### config.mk
export PLATFORM = sky130hd
export DESIGN_NAME = vcfg_unit
export DESIGN_NICKNAME = d
export VERILOG_FILES = /design/src/rtl/vcfg_pkg.sv /design/src/rtl/vcfg_decode.sv /design/src/rtl/vcfg_vlmax.sv /design/src/rtl/vcfg_state.sv /design/src/rtl/vcfg_unit.sv
export SDC_FILE = /design/constraint.sdc
export NUM_CORES = 1
export LEC_CHECK = 0
export ABC_AREA = 1
export BUFFER_PORTS_ARGS = -buffer_cell sky130_fd_sc_hd__buf_4
export CAP_MARGIN = 30
export CORE_MARGIN = 10
export CORE_UTILIZATION = 52
export CTS_BUF_LIST = sky130_fd_sc_hd__clkbuf_4
export CTS_CLUSTER_SIZE = 30
export DETAILED_ROUTE_END_ITERATION = 10
export GPL_ROUTABILITY_DRIVEN = 0
export PLACE_DENSITY = 0.88
export SLEW_MARGIN = 20
export SYNTH_ARGS = -nofsm -noshare
export SYNTH_HDL_FRONTEND = slang
export SYNTH_SLANG_ARGS = --single-unit
### constraint.sdc
create_clock -name clk -period 10.8 [get_ports clk]
set_input_delay 1.08 -clock clk [delete_from_list [all_inputs] [get_ports clk]]
set_output_delay 1.08 -clock clk [all_outputs]
set_load 0.05 [all_outputs]
### src/rtl/vcfg_pkg.sv
// Shared constants and types for the vector configuration unit.
// Assumes 32-bit instruction words.
package vcfg_pkg;
    localparam logic [6:0] VCFG_OPCODE = 7'b1010111;
    localparam logic [2:0] VCFG_FUNCT3 = 3'b111;

    typedef enum logic [1:0] {
        FORM_NONE,
        FORM_REG_IMM,   // register AVL, immediate format
        FORM_IMM_IMM,   // immediate AVL, immediate format
        FORM_REG_REG    // register AVL, register format
    } vcfg_form_e;

    typedef enum logic [1:0] {
        AVL_SRC_REG,
        AVL_SRC_IMM,
        AVL_SRC_MAX,
        AVL_SRC_KEEP
    } vcfg_avl_e;
endpackage

### src/rtl/vcfg_decode.sv
// Decodes a configuration instruction and produces the requested
// format word and the AVL. Purely combinational. Assumes XLEN >= 11.
module vcfg_decode
    import vcfg_pkg::*;
#(
    parameter int XLEN = 32
) (
    input  logic [31:0]     instr_i,
    input  logic [XLEN-1:0] rs1_val_i,
    input  logic [XLEN-1:0] rs2_val_i,
    input  logic [XLEN-1:0] cur_vl_i,
    output logic            hit_o,
    output logic [XLEN-1:0] avl_o,
    output logic [XLEN-1:0] req_vtype_o,
    output logic [4:0]      rd_idx_o
);
    vcfg_form_e  form;
    vcfg_avl_e   avl_src;
    logic [4:0]  rs1_idx;

    assign rs1_idx  = instr_i[19:15];
    assign rd_idx_o = instr_i[11:7];

    // Classify the word into one of the three forms.
    always_comb begin
        form = FORM_NONE;
        if (instr_i[6:0] == VCFG_OPCODE && instr_i[14:12] == VCFG_FUNCT3) begin
            if (!instr_i[31])
                form = FORM_REG_IMM;
            else if (instr_i[30])
                form = FORM_IMM_IMM;
            else if (instr_i[29:25] == 5'd0)
                form = FORM_REG_REG;
        end
    end

    assign hit_o = (form != FORM_NONE);

    // Pick the AVL source from the form and the register indices.
    always_comb begin
        if (form == FORM_IMM_IMM)
            avl_src = AVL_SRC_IMM;
        else if (rs1_idx != 5'd0)
            avl_src = AVL_SRC_REG;
        else if (rd_idx_o != 5'd0)
            avl_src = AVL_SRC_MAX;
        else
            avl_src = AVL_SRC_KEEP;
    end

    // Produce the AVL value.
    always_comb begin
        unique case (avl_src)
            AVL_SRC_REG: avl_o = rs1_val_i;
            AVL_SRC_IMM: avl_o = {{(XLEN-5){1'b0}}, rs1_idx};
            AVL_SRC_MAX: avl_o = '1;
            default:     avl_o = cur_vl_i;
        endcase
    end

    // Produce the requested format word.
    always_comb begin
        unique case (form)
            FORM_REG_IMM: req_vtype_o = {{(XLEN-11){1'b0}}, instr_i[30:20]};
            FORM_IMM_IMM: req_vtype_o = {{(XLEN-10){1'b0}}, instr_i[29:20]};
            FORM_REG_REG: req_vtype_o = rs2_val_i;
            default:      req_vtype_o = '0;
        endcase
    end
endmodule

### src/rtl/vcfg_vlmax.sv
// Checks a requested format for support and computes VLMAX with shifts.
// Assumes VLEN, ELEN and SEW are powers of two and VLEN*8 fits in 32 bits.
module vcfg_vlmax #(
    parameter int XLEN = 32,
    parameter int VLEN = 128,
    parameter int ELEN = 32
) (
    input  logic [XLEN-9:0] vtype_hi_i,
    input  logic [2:0]      vsew_i,
    input  logic [2:0]      vlmul_i,
    output logic            legal_o,
    output logic [XLEN-1:0] vlmax_o
);
    localparam logic [31:0] VLEN_W = 32'(VLEN);
    localparam logic [31:0] ELEN_W = 32'(ELEN);

    logic [31:0] sew_w;
    logic [31:0] lhs;
    logic [31:0] rhs;
    logic [31:0] vlmax_w;
    logic [1:0]  mag;

    assign mag   = vlmul_i[1:0];
    assign sew_w = 32'd8 << vsew_i;

    // Width-versus-grouping comparison and VLMAX for whole or fractional LMUL.
    always_comb begin
        if (vlmul_i[2]) begin
            lhs     = sew_w << mag;
            rhs     = ELEN_W;
            vlmax_w = VLEN_W >> (32'(mag) + 32'd3 + 32'(vsew_i));
        end else begin
            lhs     = sew_w;
            rhs     = ELEN_W << mag;
            vlmax_w = (VLEN_W << mag) >> (32'd3 + 32'(vsew_i));
        end
    end

    // Combine the reserved-field and width checks.
    assign legal_o = (vtype_hi_i == '0) && (vsew_i <= 3'd3) &&
                     (vlmul_i != 3'd4) && (lhs <= rhs);
    assign vlmax_o = XLEN'(vlmax_w);
endmodule

### src/rtl/vcfg_state.sv
// Holds the active vector length and format. Synchronous active-low reset.
module vcfg_state #(
    parameter int XLEN = 32
) (
    input  logic            clk,
    input  logic            rst_n,
    input  logic            we_i,
    input  logic [XLEN-1:0] vl_d_i,
    input  logic [XLEN-1:0] vtype_d_i,
    output logic [XLEN-1:0] vl_q_o,
    output logic [XLEN-1:0] vtype_q_o
);
    localparam logic [XLEN-1:0] VT_RESET = {1'b1, {(XLEN-1){1'b0}}};

    // Register update on an accepted instruction.
    always_ff @(posedge clk) begin
        if (!rst_n) begin
            vl_q_o    <= '0;
            vtype_q_o <= VT_RESET;
        end else if (we_i) begin
            vl_q_o    <= vl_d_i;
            vtype_q_o <= vtype_d_i;
        end
    end
endmodule

### src/rtl/vcfg_unit.sv
// Top of the vector configuration unit: decode, VLMAX, clamp, state.
// Assumes the caller presents register values matching the indices in
// the instruction word in the same cycle as valid_i.
module vcfg_unit #(
    parameter int XLEN = 32,
    parameter int VLEN = 128,
    parameter int ELEN = 32
) (
    input  logic            clk,
    input  logic            rst_n,
    input  logic            valid_i,
    input  logic [31:0]     instr_i,
    input  logic [XLEN-1:0] rs1_val_i,
    input  logic [XLEN-1:0] rs2_val_i,
    output logic            cfg_hit_o,
    output logic            rd_we_o,
    output logic [4:0]      rd_idx_o,
    output logic [XLEN-1:0] rd_wdata_o,
    output logic [XLEN-1:0] vl_o,
    output logic [XLEN-1:0] vtype_o
);
    localparam logic [XLEN-1:0] VT_BAD = {1'b1, {(XLEN-1){1'b0}}};

    logic [XLEN-1:0] avl;
    logic [XLEN-1:0] req_vtype;
    logic [XLEN-1:0] vlmax;
    logic [XLEN-1:0] new_vtype;
    logic            legal;

    vcfg_decode #(.XLEN(XLEN)) u_decode (
        .instr_i     (instr_i),
        .rs1_val_i   (rs1_val_i),
        .rs2_val_i   (rs2_val_i),
        .cur_vl_i    (vl_o),
        .hit_o       (cfg_hit_o),
        .avl_o       (avl),
        .req_vtype_o (req_vtype),
        .rd_idx_o    (rd_idx_o)
    );

    vcfg_vlmax #(.XLEN(XLEN), .VLEN(VLEN), .ELEN(ELEN)) u_vlmax (
        .vtype_hi_i (req_vtype[XLEN-1:8]),
        .vsew_i     (req_vtype[5:3]),
        .vlmul_i    (req_vtype[2:0]),
        .legal_o    (legal),
        .vlmax_o    (vlmax)
    );

    // Clamp the AVL to VLMAX, or force the unsupported result.
    always_comb begin
        if (legal) begin
            new_vtype  = req_vtype;
            rd_wdata_o = (avl < vlmax) ? avl : vlmax;
        end else begin
            new_vtype  = VT_BAD;
            rd_wdata_o = '0;
        end
    end

    assign rd_we_o = valid_i && cfg_hit_o;

    vcfg_state #(.XLEN(XLEN)) u_state (
        .clk       (clk),
        .rst_n     (rst_n),
        .we_i      (rd_we_o),
        .vl_d_i    (rd_wdata_o),
        .vtype_d_i (new_vtype),
        .vl_q_o    (vl_o),
        .vtype_q_o (vtype_o)
    );
endmodule

======== After elaboration in Yosys (flattened, before gate mapping) ========
Index checks and enable logic that the tools add are counted.
W data, S select, Z words.
cells by class
  add/sub/neg operators ................... 3
  order comparisons ....................... 3
  equal/unequal tests ..................... 8
  shift-type cells ........................ 6
  mux-type cells .......................... 15
  reduce and logical (&&, ||, !) cells .... 11
operators with widths
  cell                     count
  $mux W32                 6
  $pmux W32 S3             2
  $add A32 B3 Y32          1
  $le A32 B32 Y1           1
  $lt A32 B32 Y1           1
  $shl A32 B2 Y32          1
  $shl A4 B3 Y32 const A   1
  $shl A6 B2 Y32 const A   1
  $shl A8 B2 Y32 const A   1
  $shr A32 B32 Y32         1
  $shr A8 B32 Y32 const A  1
  $logic_not A24 Y1        1
  $mux W2                  6
  $reduce_bool A5 Y1       2
  $eq A7 B7 Y1 const B     1
  $eq A2 B2 Y1 const B     3
  $logic_and A1 B1 Y1      5
  $logic_not A5 Y1         1
  $add A2 B3 Y4 const A    1
  $eq A2 B1 Y1 const B     2
  $add A2 B2 Y3 const B    1
  $eq A3 B3 Y1 const B     1
  $le A3 B2 Y1 const B     1
  $ne A3 B3 Y1 const B     1
  3 further kinds          3
storage, ports and cells
  register bits after elaboration ......... 64
  bits of input ports ..................... 99
  output and inout bits ................... 103
  word-level logic and storage cells ...... 48

======== Longest topological paths before layout ========
Gate-level depths: netlist of the first run.
  depth after elaboration ................. 14
  mapped depth ............................ 28
  mapped depth without buffers ............ 28

======== By module ========
From an unflattened synthesis of the first run, not the netlist that was laid out.
unflattened totals
  cell total of the unflattened synthesis .. 1237
  area total of the unflattened synthesis .. 6910.4 um^2
by module, submodules not included
  module       times used  cells each  area an instance (um^2)  seq. area each (um^2)
  vcfg_state   1           404         2667.6                   1281.2
  vcfg_unit    1           375         1851.8                   0.0
  vcfg_decode  1           278         1353.8                   0.0
  vcfg_vlmax   1           180         1037.2                   0.0

======== Worst setup path after synthesis of the first run ========
Ideal clock, no wire load.
  path kind ............................... in2out
  from .................................... input port instr_i[5]
  to ...................................... output port rd_wdata_o[1]
  arrival ................................. 5004 ps
  required time ........................... 9720 ps
  path slack .............................. 4716 ps
  stages on the path ...................... 25
  buffers on the path ..................... 0
  cell sequence ........................... inv_1 > nand4_1 > nor2_4 > nand2_2 > inv_2 > o221ai_1 > inv_2 > ha_1 > fa_1 > or2_2 > nand2_1 > nor2_1 > a31oi_1 > ha_1 > a21oi_1 > o21ai_0 > nor2_1 > nand2_1 > nor2_1 > nand2_1 > nor2_4 > nand2_4 > nand2_1 > nand3_1 > inv_1
between the ends
  cells in the longest elaborated chain, start to end .. 12
  elaborated cells on any way between the ends .. 34
  classes of those cells .................. 3 x add/sub; 3 x order compare; 7 x eq/ne; 6 x shift; 9 x mux; 6 x reduce/logical
ends and longest elaborated chain
  item                                  line               source
  start: declaration                    vcfg_unit.sv:12    input logic [31:0] instr_i,
  $eq A7 B7 Y1 (*)                      vcfg_decode.sv:27  if (instr_i[6:0] == VCFG_OPCODE && instr_i[14:12] == VCFG_FUNCT3) begin
  $logic_and A1 B1 Y1 (*)               vcfg_decode.sv:27
  $mux W2 (*)                           vcfg_decode.sv:27
  $eq A2 B2 Y1 (tied with other cells)  vcfg_decode.sv:63  unique case (form)
  $pmux W32 S3                          vcfg_decode.sv:63
  $add A2 B2 Y3                         vcfg_vlmax.sv:31   vlmax_w = VLEN_W >> (32'(mag) + 32'd3 + 32'(vsew_i));
  $add A32 B3 Y32                       vcfg_vlmax.sv:31
  $shr A8 B32 Y32                       vcfg_vlmax.sv:31
  $mux W32                              vcfg_vlmax.sv:28   if (vlmul_i[2]) begin
  $lt A32 B32 Y1                        vcfg_unit.sv:53    rd_wdata_o = (avl < vlmax) ? avl : vlmax;
  $mux W32                              vcfg_unit.sv:53
  $mux W32 (*)                          vcfg_unit.sv:51    if (legal) begin
  end: declaration                      vcfg_unit.sv:18    output logic [XLEN-1:0] rd_wdata_o,
Every way passes the cells marked *; elsewhere a longest branch is shown, timed or not.

======== Worst setup path in the final report of the first run ========
  from .................................... input port instr_i[27]
  to ...................................... output port rd_wdata_o[5]
between the ends
  cells in the longest elaborated chain, start to end .. 14
  elaborated cells on any way between the ends .. 36
  classes of those cells .................. 3 x add/sub; 3 x order compare; 6 x eq/ne; 6 x shift; 12 x mux; 6 x reduce/logical
ends and longest elaborated chain
  item                                  line               source
  $logic_not A5 Y1 (*)                  vcfg_decode.sv:32  else if (instr_i[29:25] == 5'd0)
  $mux W2 (*)                           vcfg_decode.sv:32
  $mux W2 (*)                           vcfg_decode.sv:30  else if (instr_i[30])
  $mux W2 (*)                           vcfg_decode.sv:28  if (!instr_i[31])
  $mux W2 (*)                           vcfg_decode.sv:27
  $eq A2 B2 Y1 (tied with other cells)  vcfg_decode.sv:63
  $pmux W32 S3                          vcfg_decode.sv:63
  $add A2 B2 Y3                         vcfg_vlmax.sv:31
  $add A32 B3 Y32                       vcfg_vlmax.sv:31
  $shr A8 B32 Y32                       vcfg_vlmax.sv:31
  $mux W32                              vcfg_vlmax.sv:28
  $lt A32 B32 Y1                        vcfg_unit.sv:53
  $mux W32                              vcfg_unit.sv:53
  $mux W32 (*)                          vcfg_unit.sv:51
Marks and branches as above.

==> metrics.txt, run 1 <==
status=complete, no violations; nets@finish=909; Post-Syn Instances=631; H-tree levels=3; #FFs+latches synth=64; IO Pins=202; max cap viols=0; cell count after placement=883; post-CTS sizing=0; Period minus WS final=6870 ps; CTS root buf=clkbuf_4; RSZ-0062 raised after global routing=no; share of the synthesized area in the top cell type=29.7%; synth warn=0; Max Slew Vio Count=0; Setup WS pre-CTS=3730 ps; total gr overflow=0; CTS tree=yes; fmax=0.145 GHz; CP endpoint kind=output port; first-iteration detailed-routing DRC count=343; global-route wire length before repair=23600 um; Initial Util=53.0%; P per Cell Area=80.6 mW/mm^2; number of global-route vias before repair=4782; Setup violations, final=0; post-CTS setup buffer count=0; PortBufs=~180; setup_tns=0 ps; Reg clk slew, reported paths=between 100 and 150 ps; die height=111 um; FF-to-FF setup slack=8300 ps; Avg Cell Area, Syn=about 6.8 sq um; CTS Buf Count=9; Total GRT Usage=22.5%; fraction of registers with async set/reset=0%; Via density=around 5.4; post-DP HPWL=11700 um; pin count of the biggest net entering global routing=56; reg2reg start=u_state.vl_q_o[7]$_SDFFE_PN0P_; Final Skew=10.1 ps; initial antenna violation count=0; Peak VDD IR=~0.086 mV; CP startpoint=instr_i[27]; critical path's largest stage delay=roughly 460 ps; Antenna diodes=0; WP data required=9720 ps; CTS max path bufs=2; Area Growth Syn to Fin=30.8%; final WL=between 10000 and 15000 um; # rows=33; Post-Layout Cell Count=900; clk sinks=64; die width=111 um; CORE AREA=0.00813 sq mm; critical path arrival=5790 ps; clk_lat worst skew=410 ps; Final Hold Vio Count=0; Initial DRT Pass Iterations=5; Area after DPL=about 0.0055 sq mm; Post-synth EDFFs=0; vias=4886; CP endpoint=rd_wdata_o[5]; hold path depth=2; top post-synthesis cells by area=dfxtp_1, nand2_1, nand3_1; # hold bufs at CTS=0; largest area contributor in the netlist=dfxtp_1; WL/cell=16.4 um; Post-Syn Area=roughly 0.0043 sq mm; met2 wire len=7490 um; share of cells above drive strength 1=29.6%; Worst-Margin Slew=882 ps; crit-path max FO=9; P_leak=slightly above 3 nW; DR WL met3=1660 um; top layer in use=met4; worst min-delay path category=reg2reg; final setup margin=3930 ps; Main synth FF type=dfxtp_1; met1 wire length=5340 um; Reg-to-Reg End=u_state.vl_q_o[5]$_SDFFE_PN0P_; post-layout instance area=0.00564 sq mm; Seq/Total Area, Yosys=between 20 and 30%; DRC viols=0; post-route ant nets=0; crit start category=input pin; Final period util=63.6%; max_slew headroom=41.1%; cells on worst reg2reg path=15; Setup CP Type=in2out; count of cell types in the netlist=47; die area=around 0.012 sq mm; Slowest cell on crit path=o221ai_1
## sequential cells by signal, summed over array words and instances, names as in the netlist
signal	count
u_state.vl_q_o	32
u_state.vtype_q_o	32
## stage by stage
step	utilization [%]	power, W	hold WS, ps
after detailed placement	67.8	0.000319	432
after global placement	67.8	0.000318	427
after global routing	69.3	0.000473	469
after CTS	69.2	0.000456	450
after floorplan	-	0.000292	665
final	69.3	0.000454	450
## synthesized netlist by cell type (2+ instances only)
cell type  count
nand2_4        2
o2111ai_1      2
nand3b_1       3
o31ai_1        2
inv_1         77
buf_4         33
o41ai_1        4
o221ai_1       6
a211oi_1       2
o21ai_1        5
dfxtp_1       64
o21ai_4        2
o21bai_1       2
nor2_2         4
a21oi_1       29
a221oi_1       2
a31oi_1        4
nor2_1        72
nor3_1         8
o211ai_1      11
inv_2          9
clkbuf_1      17
nand2_2        4
nand2_1      107
buf_6          3
o22ai_1       20
nor2_4         4
nand3_1       66
nand4_1        7
ha_1          19
or2_2          9
o21ai_0       17
## routing by layer
layer / track usage (%) / vias up
met3: 9.96 / 29
li1: - / 2364
met4: 6.26 / 0
met5: 0 / -
met2: 40.3 / 263
met1: 23.2 / 2230
## cell usage in the layout (no fill, tap or decap), types with 8 or more instances in the layout
master / instances
buf_4: 179
dfxtp_1: 64
a21oi_1: 29
nand2_1: 107
nor2_1: 72
inv_2: 9
ha_1: 19
or2_2: 9
o22ai_1: 20
nor3_1: 8
inv_1: 77
nand3_1: 66
o21ai_0: 17
o211ai_1: 11
conb_1: 24
clkbuf_4: 9
## logic make-up after synthesis
logic type	count (synthesis)	share of synthesized area [%]
AOI/OAI and AO/OA	113	17.1
adders and majority gates	20	5.98
buffers and inverters	142	15.8
DFF	64	29.7
other	1	0.0870
and+or+nand+nor	291	31.3
## cell type report
type                    instances  area (sq um)
fillers                       673          2500
multi-input cells             448          2430
repair buffers                180          1350
flip-flops and latches         64          1280
inverters                      87           328
well taps                     105           131
clock buffers                   9          67.6
clock inverters                 7          46.3
## worst min path at each step
| stage | from | end | slack [ps] |
|---|---|---|---|
| final | u_state.vtype_q_o[19]$_SDFFE_PN0P_ | u_state.vtype_q_o[19]$_SDFFE_PN0P_ | 450 |
| after detailed placement | u_state.vtype_q_o[11]$_SDFFE_PN0P_ | u_state.vtype_q_o[11]$_SDFFE_PN0P_ | 430 |
| after global placement | u_state.vtype_q_o[28]$_SDFFE_PN0P_ | u_state.vtype_q_o[28]$_SDFFE_PN0P_ | 430 |
| after global routing | u_state.vtype_q_o[8]$_SDFFE_PN0P_ | u_state.vtype_q_o[8]$_SDFFE_PN0P_ | 470 |
| after CTS | u_state.vtype_q_o[11]$_SDFFE_PN0P_ | u_state.vtype_q_o[11]$_SDFFE_PN0P_ | 450 |
| after floorplan | u_state.vtype_q_o[10]$_SDFFE_PN0P_ | u_state.vtype_q_o[10]$_SDFFE_PN0P_ | 660 |
## power by group
group / leakage, nW / internal, W / switching, W
combinational: 2.46 / 0.0000328 / 0.0000459
clock: 0.0618 / 0.0000473 / 0.0000921
sequential: 0.515 / 0.000236 / 0.0000000193
total: 3.03 / 0.000316 / 0.000138
## worst max-delay path, delay by kind of cell
family,cells,cell delay [ps]
compound gates,6,1350
fa+ha+maj,3,820
buf+inv,7,950
simple gates,13,1590
(Power assumes the default switching activity.)
==> run 2: changes to the inputs <==
--- a/config.mk
+++ b/config.mk
@@ -9,12 +9,12 @@
 export BUFFER_PORTS_ARGS = -buffer_cell sky130_fd_sc_hd__buf_4
 export CAP_MARGIN = 30
 export CORE_MARGIN = 10
-export CORE_UTILIZATION = 52
+export CORE_UTILIZATION = 49
 export CTS_BUF_LIST = sky130_fd_sc_hd__clkbuf_4
 export CTS_CLUSTER_SIZE = 30
 export DETAILED_ROUTE_END_ITERATION = 10
 export GPL_ROUTABILITY_DRIVEN = 0
-export PLACE_DENSITY = 0.88
+export PLACE_DENSITY = 0.84
 export SLEW_MARGIN = 20
 export SYNTH_ARGS = -nofsm -noshare
 export SYNTH_HDL_FRONTEND = slang
==> constraint.sdc (replaced) <==
create_clock -name clk -period 7.1 [get_ports clk]
set_input_delay 0.71 -clock clk [delete_from_list [all_inputs] [get_ports clk]]
set_output_delay 0.71 -clock clk [all_outputs]
set_load 0.05 [all_outputs]
==> metrics.txt, run 2 (synthesis results as in run 1) <==
Initial DRT Pass Iterations=5 (unchanged); CP endpoint kind=output port; Initial Util=49.9% (-3.1 points); fmax=0.170 GHz; initial antenna violation count=0 (unchanged); post-route ant nets=0 (unchanged); max cap viols=0 (unchanged); fin util=66.2% (-3.1 points); PortBufs=177 (unchanged); DRC viols=0 (unchanged); crit-path max FO=14 (+5); post-DP HPWL=11700 um (+0.10%); Antenna diodes=0 (unchanged); Peak VDD IR=0.149 mV (+73%); Slowest cell on crit path=fa_1; CTS tree=yes; worst min-delay path category=reg2reg; P_leak=3.07 nW (+1.1%); total gr overflow=0 (unchanged); share of cells above drive strength 1=29.7% (+0.13 points); Final period util=about 83%; critical path's largest stage delay=420 ps (-40 ps); status=complete, no violations; post-CTS setup buffer count=0 (unchanged); final WL=14900 um (+0.92%); global-route wire length before repair=23500 um (-0.44%); RSZ-0062 raised after global routing=no; nets@finish=909 (unchanged); WP data required=6390 ps (-3330 ps); register area=0.00128 sq mm (unchanged); Worst-Margin Slew=910 ps (+27.6 ps); die width=114 um (+2.5%); setup_tns=0 ps (unchanged); number of global-route vias before repair=4840 (+1.2%); Total GRT Usage=21.8% (-0.64 points); H-tree levels=3 (unchanged); clk sinks=64 (unchanged); WL/cell=16.5 um (+0.59%); die height=114 um (+2.5%); Post-Layout Cell Count=903 (+0.33%); Filler cells=743 (+10%); Final Hold Slack=447 ps (-3.11 ps); critical path arrival=5170 ps (-620 ps); vias=4866 (-0.41%); Reg clk slew, reported paths=110 ps (about the same); multi-input logic area=0.00243 sq mm (unchanged); # rows=34 (+3.0%); Top Registers=u_state.vl_q_o (32), u_state.vtype_q_o (32); CTS root buf=clkbuf_4; CORE AREA=0.00864 sq mm (+6.2%); CTS max path bufs=2 (unchanged); Max Slew Vio Count=0 (unchanged); commonest non-fill, non-tap cells in the layout=buf_4, nand2_1, inv_1; Final Hold Vio Count=0 (unchanged); IO Pins=202 (unchanged); P per Cell Area=140 mW/mm^2 (+74%); clk_lat worst skew=410 ps (about the same); most common cell after layout, fill and taps aside=buf_4; # hold bufs at CTS=0 (unchanged); Final Skew=16.1 ps (+6.00 ps); Overall Power=0.000799 W (+76%); cell count after placement=887 (+0.45%); Area Growth Syn to Fin=32.6%; post-CTS sizing=0 (unchanged); Via density=5.39 (-0.74%); pin count of the biggest net entering global routing=56 (unchanged); Setup CP Type=in2out; crit start category=input pin; CTS Buf Count=9 (unchanged); max_slew headroom=39.3% (-1.8 points); die area=0.0129 sq mm (+5.0%); first-iteration detailed-routing DRC count=350 (+2.0%); Period minus WS final=5880 ps; critical path's most frequent cell=nand2_1; Setup violations, final=0 (unchanged)
-- run 2: cell types whose count changed in the layout (fill, tap and decap cells not counted), sizes merged --
cell / change
bufinv: +3
clkinv: -2
inv: -1
-- run 2: path summary, 6_finish.rpt --
kind | startpoint | to | slack [ps] | cells after the start
worst max register to register | u_state.vl_q_o[7]$_SDFFE_PN0P_ | u_state.vl_q_o[5]$_SDFFE_PN0P_ | 4640 | 15
worst min-delay path | u_state.vtype_q_o[16]$_SDFFE_PN0P_ | u_state.vtype_q_o[16]$_SDFFE_PN0P_ | 450 | 2
worst max-delay path | instr_i[27] | rd_wdata_o[3] | 1220 | 28
worst min register to register | u_state.vtype_q_o[16]$_SDFFE_PN0P_ | u_state.vtype_q_o[16]$_SDFFE_PN0P_ | 450 | 2
-- run 2: layer usage --
metal | global-route usage, % | wire length, um | part of all wire [%]
met5 | 0 | 0 | 0
met2 | 38.7 | 7540 | 51
met4 | 6.77 | 272 | 1.8
met1 | 21.9 | 5350 | 36
met3 | 11.0 | 1720 | 12
-- run 2: power breakdown --
group          total [W]  internal, W  switching (W)
logic           0.000121    0.0000499      0.0000708
registers       0.000359     0.000359   0.0000000288
clock network   0.000319     0.000179       0.000140
total           0.000799     0.000588       0.000211
-- run 2: area by class of cell --
| type | instances | share of cell area (%) |
|---|---|---|
| Multi-Input combinational cell | 448 | 42.6 |
| Timing Repair Buffer | 180 | 23.6 |
| Sequential cell | 64 | 22.4 |
| Inverter | 87 | 5.74 |
| Tap cell | 108 | 2.36 |
| Clock inverter | 7 | 2.08 |
| Clock buffer | 9 | 1.18 |
-- run 2: metrics by stage --
step | instance area [sq um] | worst slack (ps)
floorplan | 4400 | 1760
global placement | 5530 | 1490
detailed placement | 5530 | 1300
CTS | 5710 | 1280
global route | 5710 | 770
finish | 5710 | 1220
-- run 2: worst max-delay path: cells and delay by family --
family                   cells  cell delay [ps]
AO/OA/AOI/OAI                3              490
adder cells (fa/ha/maj)      3             1000
buffers and inverters        6              880
AND/OR/NAND/NOR             16             2070
==> run 3: changes to the inputs <==
--- a/config.mk
+++ b/config.mk
@@ -9,12 +9,12 @@
 export BUFFER_PORTS_ARGS = -buffer_cell sky130_fd_sc_hd__buf_4
 export CAP_MARGIN = 30
 export CORE_MARGIN = 10
-export CORE_UTILIZATION = 49
+export CORE_UTILIZATION = 44
 export CTS_BUF_LIST = sky130_fd_sc_hd__clkbuf_4
 export CTS_CLUSTER_SIZE = 30
 export DETAILED_ROUTE_END_ITERATION = 10
 export GPL_ROUTABILITY_DRIVEN = 0
-export PLACE_DENSITY = 0.84
+export PLACE_DENSITY = 0.79
 export SLEW_MARGIN = 20
 export SYNTH_ARGS = -nofsm -noshare
 export SYNTH_HDL_FRONTEND = slang
==> constraint.sdc (replaced) <==
create_clock -name clk -period 4.9 [get_ports clk]
set_input_delay 0.49 -clock clk [delete_from_list [all_inputs] [get_ports clk]]
set_output_delay 0.49 -clock clk [all_outputs]
set_load 0.05 [all_outputs]
==> metrics.txt, run 3 (synthesis results as in run 1) <==
number of global-route vias before repair=4986 (+3.0%); crit-path max FO=8 (-6); status=complete, no violations; DRC viols=0 (unchanged); global-route wire length before repair=24400 um (+3.7%); Total GRT Usage=20.4% (-1.5 points); die width=119 um (+4.6%); Worst-Margin Slew=859 ps (-50.9 ps); hold path start=valid_i; vias=5053 (+3.8%); Overall Power=0.00106 W (+33%); WL/cell=16.0 um (-2.7%); Reg clk slew, reported paths=120 ps (about the same); IO Pins=202 (unchanged); # rows=36 (+5.9%); max_slew headroom=42.6% (+3.3 points); Final Hold Vio Count=0 (unchanged); Antenna diodes=0 (unchanged); clk_lat worst skew=410 ps (about the same); total gr overflow=0 (unchanged); CTS max path bufs=2 (unchanged); critical path arrival=4400 ps (-770 ps); Top Registers=u_state.vl_q_o (32), u_state.vtype_q_o (32); initial antenna violation count=0 (unchanged); CP endpoint kind=output port; die area=0.0142 sq mm (+9.3%); Final period util=99.7%; max cap viols=0 (unchanged); Final Skew=12.4 ps (-3.78 ps); Area after DPL=0.00586 sq mm (+6.0%); P per Cell Area=164 mW/mm^2 (+18%); reg2reg start=u_state.vl_q_o[5]$_SDFFE_PN0P_; worst min-delay path category=in2reg; FF-to-FF setup slack=2230 ps (-2410 ps); most common cell after layout, fill and taps aside=buf_4; pin count of the biggest net entering global routing=56 (unchanged); hold path depth=3 (+1); CTS Buf Count=9 (unchanged); P_leak=3.25 nW (+5.9%); Setup WS pre-CTS=-164 ps (-1470 ps); PortBufs=177 (unchanged); # hold bufs at CTS=0 (unchanged); final setup margin=14.5 ps (-1210 ps); clk sinks=64 (unchanged); Initial Util=44.7% (-5.2 points); first-iteration detailed-routing DRC count=330 (-5.7%); Peak VDD IR=0.210 mV (+41%); Worst Hold Path EP=u_state.vtype_q_o[3]$_SDFFE_PN0P_; Setup violations, final=0 (unchanged); CTS tree=yes; Area Growth Syn to Fin=49.6%; post-layout instance area=0.00645 sq mm (+13%); commonest non-fill, non-tap cells in the layout=buf_4, nand2_1, nor2_1; Filler cells=832 (+12%); fmax=between 0.2 and 0.25 GHz; WP data required=4410 ps (-1980 ps); H-tree levels=3 (unchanged); die height=119 um (+4.6%); Period minus WS final=4890 ps; Reg-to-Reg End=u_state.vl_q_o[4]$_SDFFE_PN0P_; share of cells above drive strength 1=39.7% (+10 points); crit start category=input pin; Setup CP Type=in2out; cells on worst reg2reg path=17 (+2); CORE AREA=0.00964 sq mm (+12%); Initial DRT Pass Iterations=5 (unchanged); nets@finish=957 (+5.3%); post-route ant nets=0 (unchanged); CTS root buf=clkbuf_4; post-DP HPWL=12100 um (+2.9%); Max Slew Vio Count=0 (unchanged); Via density=5.18 (-3.9%); RSZ-0062 raised after global routing=yes; final WL=15700 um (+5.2%)
-- run 3: changes by cell type in the layout (fill, tap and decap cells not counted), moves of 9 or more --
cell	previous run	this run
buf_4	180	212
inv_1	77	63
buf_8	0	9
nand2_1	107	98
nand3_1	66	57
-- run 3: repair_timing --
| action | in CTS | in global routing |
|---|---|---|
| pin swaps | 5 | 29 |
| setup buffers | 1 | 9 |
| gates resized for setup | 19 | 69 |
| setup endpoints to repair | 8 | 8 |
| gates cloned | 1 | 0 |
-- run 3: power breakdown --
group	switching, W	total, W	internal (W)	leakage, nW
Sequential	0.0000000423	0.000520	0.000520	0.515
Clock	0.000195	0.000354	0.000159	0.0738
Combinational	0.000107	0.000187	0.0000798	2.66
-- run 3: area by class of cell --
cell class	instances	area [sq um]	area share (%)
tap	133	166	2.58
sequential	64	1280	19.9
multi-input combinational	449	2720	42.1
clock inverter	6	60.1	0.931
clock buffer	10	75.1	1.16
inverter	87	355	5.51
timing repair buffer	227	1790	27.8
-- run 3: worst max-delay path by stage --
stage,startpoint,end,slack [ps],depth (start not counted)
after detailed placement,instr_i[25],rd_wdata_o[6],-160,26
after floorplan,instr_i[5],rd_wdata_o[4],0.08,25
after global placement,instr_i[25],rd_wdata_o[7],-20,26
after CTS,instr_i[6],rd_wdata_o[7],-10,29
final,instr_i[26],rd_wdata_o[0],10,28
after global routing,instr_i[5],rd_wdata_o[0],-170,26
-- run 3: critical path, cell delays in order --
cell	delay, ps
buf_8	100
nor2_4	80
nand3b_1	160
nor2_4	180
nand2_4	90
o221ai_4	240
inv_2	100
ha_4	300
inv_4	40
ha_4	140
a21o_1	160
a31o_4	220
inv_2	50
nand4_1	120
o22a_1	290
ha_4	260
a21oi_2	120
o21ai_1	80
nor2_1	90
nand2_1	70
nor2_2	120
nand2_2	80
nor2_4	190
nand2_4	150
nand2_2	110
nand3_2	90
clkinvlp_4	120
buf_8	140
-- run 3: stage by stage --
| stage | hold slack [ps] | util, % | TNS (ps) | std cells |
|---|---|---|---|---|
| 5_1_grt | 346 | 66.9 | -1190 | 976 |
| 4_1_cts | 350 | 63.2 | -28.3 | 967 |
| 3_5_place_dp | 431 | 60.8 | -1200 | 949 |
| 2_1_floorplan | 650 | - | 0 | 654 |
| 3_3_place_gp | 427 | 60.8 | -56.2 | 949 |
| 6_report | 370 | 66.9 | 0 | 976 |
-- run 3: layer usage --
metal | vias up | global-route usage [%] | share of wire [%]
li1 | 2460 | - | -
met1 | 2316 | 22.0 | 38
met5 | - | 0 | 0
met4 | 0 | 5.88 | 1.7
met2 | 246 | 35.8 | 50
met3 | 31 | 8.17 | 9.8
